===== src/rtl/ilv_mem.sv =====
module ilv_mem #(
  parameter int DW = 38,
  parameter int AW = 6,
  parameter int TW = 4
) (
  input  logic            clk,
  input  logic            rst_n,
  input  logic            req_valid,
  input  logic            req_write,
  input  logic [AW-1:0]   req_addr,
  input  logic [DW-1:0]   req_wdata,
  input  logic [TW-1:0]   req_tag,
  output logic            stall,
  output logic [1:0]      pad_valid,
  output logic [2*DW-1:0] pad_data,
  output logic [2*TW-1:0] pad_tag
);
  localparam int RW = AW - 1;
  localparam int DEPTH = 1 << RW;

  logic [1:0] busy;
  wire bsel = req_addr[0];
  wire fire = req_valid & ~stall;

  assign stall = req_valid & busy[bsel];

  for (genvar b = 0; b < 2; b++) begin : g_bank
    logic [DW-1:0] mem [DEPTH];
    logic          s_vld, s_wr;
    logic [RW-1:0] s_row;
    logic [DW-1:0] s_dat;
    logic [TW-1:0] s_tag;
    logic          p_vld;
    logic [DW-1:0] p_dat;
    logic [TW-1:0] p_tag;
    wire take = fire & (bsel == 1'(b));

    always_ff @(posedge clk or negedge rst_n) begin
      if (!rst_n) begin
        s_vld <= 1'b0;
        p_vld <= 1'b0;
      end else begin
        s_vld <= take;
        p_vld <= s_vld & ~s_wr;
      end
    end

    always_ff @(posedge clk) begin
      if (take) begin
        s_wr  <= req_write;
        s_row <= req_addr[AW-1:1];
        s_dat <= req_wdata;
        s_tag <= req_tag;
      end
      if (s_vld && s_wr) mem[s_row] <= s_dat;
      if (s_vld && !s_wr) begin
        p_dat <= mem[s_row];
        p_tag <= s_tag;
      end
    end

    assign busy[b] = s_vld;
    assign pad_valid[b] = p_vld;
    assign pad_data[b*DW +: DW] = p_dat;
    assign pad_tag[b*TW +: TW] = p_tag;
  end
endmodule


===== config.mk =====
export PLATFORM = sky130hd
export DESIGN_NAME = ilv_mem
export DESIGN_NICKNAME = d
export VERILOG_FILES = /design/src/rtl/ilv_mem.sv
export SDC_FILE = /design/constraint.sdc
export NUM_CORES = 2
export LEC_CHECK = 0
export ABC_AREA = 1
export BUFFER_PORTS_ARGS = -buffer_cell sky130_fd_sc_hd__buf_4
export CAP_MARGIN = 0
export CORE_UTILIZATION = 25
export DETAILED_ROUTE_END_ITERATION = 16
export PLACE_DENSITY_LB_ADDON = 0.25
export SLEW_MARGIN = 20
export SYNTH_ARGS = -nofsm -noshare
export SYNTH_HDL_FRONTEND = slang
export SYNTH_SLANG_ARGS = --single-unit

===== constraint.sdc =====
create_clock -name clk -period 5.93 [get_ports clk]
set_input_delay 0.2965 -clock clk [delete_from_list [all_inputs] [get_ports clk]]
set_output_delay 0.2965 -clock clk [all_outputs]
set_load 0.03 [all_outputs]

Yosys cells after proc, flatten, opt, wreduce, memory -nomap -nowiden
Memory sizes are Yosys's and may differ from the RTL's. A register that Yosys moved wholly into a read port is not among the register bits.
Cells that the tools add are included.
W data, S select, Z words.
Word-level totals
  register bits after elaboration: 108
  latch bits: 0
  bits in writable memories: 2432
  bits in read-only memories: 0
  input bits: 52
  word-level logic and storage cells: 39
  memories: 2
Memories
  g_bank[0].mem: words 32, bits a word 38, read ports 1, clocked after Yosys merged registers in 1, write ports 1, RTL line 28  | logic [DW-1:0] mem [DEPTH];
  g_bank[1].mem: words 32, bits a word 38, read ports 1, clocked after Yosys merged registers in 1, write ports 1, RTL line 28
Operators by class
  $add $sub $neg: 0
  multiply operators: 0
  div/mod/pow operators: 0
  order comparisons: 1
  equal/unequal tests: 0
  shifts and indexed selects: 0
  muxes and demuxes: 6
  bitwise operators: 10
  reductions and logical operators: 6
Operators with widths (number)
  $and A1 B1 Y1: 6
  $mux W1: 6
  $logic_and A1 B1 Y1: 4
  $not A1 Y1: 4
  $logic_not A1 Y1: 2
  $lt A1 B2 Y1 const B: 1

Longest topological paths before layout
  depth after elaboration: 6
  depth in mapped cells: 12

Worst setup path after synthesis
No wires, ideal clock.
  kind: register to register
  from: register g_bank[0].s_row[2]
  to: memory g_bank[0].mem[0][0], enable pin
  library setup time: 0.433 ns
  data arrival time: 2.851 ns
  data required time: 5.497 ns
  path slack: 2.646 ns
  cell stages (with the launch flop): 6
  buffers on the path: 2
  period minus slack after synthesis: 3.284 ns
  cell sequence: edfxtp_1 nor3_1 buf_2 buf_2 inv_1 nor2_1
RTL lines
  start: declaration: RTL line 30  | logic [RW-1:0] s_row;
  start signal: assignment: RTL line 51  | s_row <= req_addr[AW-1:1];
  end: declaration: RTL line 28
No word-level cell before the write port.

==> results by group <==
Global route
  – GRT Total Usage: ~15%
  – Vias in the first global route: 63660
  – Global-route wire length before repair: 468900 µm
  – Gr ovfl total: 0
  – Initial antenna violation count: 34
  – Largest net degree at the start of global routing: 220

STA
  – Hold Vio Cnt, Final: 0
  – Least-Margin Pin Slew: 1.126 ns
  – Fmax: 258.9 MHz
  – Worst slew margin: approximately a quarter
  – Worst Skew: 0.05378 ns
  – RSZ-0062 raised after global routing: no
  – Final worst slack: 2.067 ns
  – Minimum clock period: ~3.9 ns
  – # setup viols final: 0
  – Slew Limit Fails: 0
  – Final Cycle Share: 65.14%
  – Final TNS setup: 0 ns
  – Hold WS: 0.08494 ns

Drt
  – Initial DRT Pass Iterations: 5
  – Via count: 67290
  – Final WL: 329200 µm
  – Number of DRC markers in iteration 0: approximately 5400
  – DRC errors left: 0
  – Vias per cell: roughly 4.2
  – Routed wire per std cell: ~21 µm
  – Post-route ant nets: 0

Cells and area
  – NumNets Final: 10120
  – Final Cell Area: 0.1247 mm²
  – Share of layout cells above drive strength 1: 8.216%
  – Core Util, Final: 29.60%
  – Fill count: 43270
  – Fin cells: 15960
  – Synth-to-layout area growth: 17.50%

Clock tree
  – Num CTS Buffers: 303
  – CTS root buffer: clkbuf_16
  – CTS H-tree lvls: 5
  – Worst-path clk slew: around 0.060 ns
  – Longest Clk Path Bufs: 4
  – Clock tree sinks: 2616
  – CTS tree: yes
  – Clock latency at the later pin of the worst-skew pair: 0.91 ns

Synthesis
  – Top-area cell type share of the netlist area: 73.90%
  – Post-synthesis sequential area ratio: 74.00%
  – Syn Area/Cell: 10.80 µm²
  – Post-Synthesis Cells: 9827
  – #FFs+latches synth: 2616
  – Top_reg_cell synth: edfxtp_1
  – Ys async rst share: 0.1529%
  – Post-synthesis cell area: 0.1061 mm²
  – Yosys Warn Count: 0
  – Yosys cell types: 15
  – Most common cell in the netlist: nand2_1
  – Post-synthesis net count: roughly 9900
  – Post-synth top area cell: edfxtp_1
  – Post-synth top cells: 6464 x nand2_1, 2612 x edfxtp_1, 303 x buf_2
  – EDFF count, synth: 2612
  – Synth area leaders: edfxtp_1 74%, nand2_1 23%, buf_2 1.4%, nor2_1 0.78%, clkbuf_1 0.49%

Power
  – Pwr Density: 318.1 mW/mm²
  – Leak Pwr: 49.54 nW
  – Total design power: just under 40 mW
  – VDD IR-drop max: 0.2156 mV

Setup path
  – Data arrival, critical path: 4.66 ns
  – Worst Setup Path Type: reg2reg
  – Crit start category: flip-flop
  – CP max FO: 78
  – Setup crit end kind: flip-flop
  – Crit path required time: ~6.7 ns

Job
  – Maximum Capacitance Violations: 0

Placed design
  – Hpwl dp: 172600 µm
  – DP Worst Slack: around 2 ns
  – Placed cell area: 0.1146 mm²
  – RePlAce Congestion: 0.7373
  – I/O Buffers: 138
  – Placed insts: 15320

Die
  – Height of the chip: roughly 650 µm
  – CORE AREA: approximately 0.42 mm²
  – Io pins: 139
  – Site Rows: approximately 240
  – Die ar.: 0.4271 mm²
  – Initial Utilization: 25.19%
  – Die Wd: 653.6 µm

Worst hold path
  – Hold Path Class: in2reg

Run status
  – Status: completed
==> path summary, 6_finish.rpt <==
check / startpoint / endpoint / slack (ns) / depth (start not counted)
worst max register to register: g_bank[0].s_row[0]$_DFFE_PP_ / g_bank[0].p_dat[5]$_DFFE_PP_ / 2.07 / 11
worst min register to register: g_bank[0].s_tag[2]$_DFFE_PP_ / g_bank[0].p_tag[2]$_DFFE_PP_ / 0.42 / 0
worst min-delay path: req_valid / g_bank[0].s_vld$_DFF_PN0_ / 0.08 / 4
min in group asynchronous: rst_n / g_bank[0].p_vld$_DFF_PN0_ / 0.34 / 3
worst max-delay path: g_bank[0].s_row[0]$_DFFE_PP_ / g_bank[0].p_dat[5]$_DFFE_PP_ / 2.07 / 11
max in group asynchronous: rst_n / g_bank[1].s_vld$_DFF_PN0_ / 5.40 / 3
==> report_power, final <==
part / leakage, nW / total (mW) / internal (mW) / switching, mW
Sequential: 23.6 / 20.5 / 20.4 / 0.133
Combinational: 21.5 / 1.51 / 0.381 / 1.13
Clock: 4.49 / 17.7 / 9.98 / 7.69
==> kinds of logic after synthesis <==
group / share of synthesized area [%]
and+or+nand+nor: 23.82
DFF: 74.00
buffers and inverters: 2.179
==> worst max-delay path, stage by stage, from the launching register on <==
cell	delay, ns
edfxtp_1	0.45
buf_4	0.79
buf_4	0.86
buf_4	0.83
nand2_1	0.14
nand2_1	0.12
nand2_1	0.06
nand2_1	0.10
nand2_1	0.05
nand2_1	0.09
nor2_1	0.05
nand2_1	0.05
==> flip-flops by register name, indices dropped and copies added, names as in the netlist <==
| register | count |
|---|---|
| g_bank.p_dat | 76 |
| g_bank.p_tag | 8 |
| g_bank.s_tag | 8 |
| g_bank.s_wr | 2 |
| g_bank.s_row | 10 |
| g_bank.s_dat | 76 |
| g_bank.s_vld | 2 |
| g_bank.mem | 2432 |
| g_bank.p_vld | 2 |
==> cell usage in the layout, fill, tap and decap left out <==
cell and count:
clkbuf_16 306, inv_6 11, diode_2 18, buf_8 29, inv_1 23, inv_8 4
clkinv_2 48, edfxtp_1 2612, clkinv_8 7, inv_16 6, clkinv_1 66, nand3_1 8
nor2_4 68, nor3_4 13, or2_2 1, clkbuf_8 1, clkinvlp_4 8, clkinv_16 2
buf_6 3, clkbuf_1 70, inv_2 4, bufinv_16 10, buf_4 285, dfrtp_1 4
buf_16 4, dlygate4sd3_1 51, buf_12 30, clkinv_4 3, nand2_1 6464, nor3_2 3
nor2_1 153
==> layer usage <==
layer | vias to the layer above | share of wire, % | global-route usage (%)
met4 | 2 | 2.6 | 4.431
met5 | - | 0.0039 | 0
li1 | 32540 | - | -
met3 | 445 | 4.7 | 2.162
met2 | 1541 | 48 | 25.28
met1 | 32760 | 44 | 20.08
==> final cells by class <==
class / instances / area [µm²] / area share, %
clock inverters: 161 / 1265 / 1.014
inverters: 31 / 146.4 / 0.1174
multi-input cells: 6710 / 25890 / 20.76
well taps: 5640 / 7057 / 5.659
clock buffers: 377 / 7934 / 6.362
repair buffers: 402 / 3830 / 3.071
diodes: 18 / 45.04 / 0.03612
flip-flops and latches: 2616 / 78540 / 62.98
==> timing repair <==
item,4_1_cts,5_1_grt
hold buffers,51,0
hold endpoints to repair,102,0
resized for setup,0,0
buffers inserted,0,0
No activity file was read; power rests on OpenSTA's default activity.
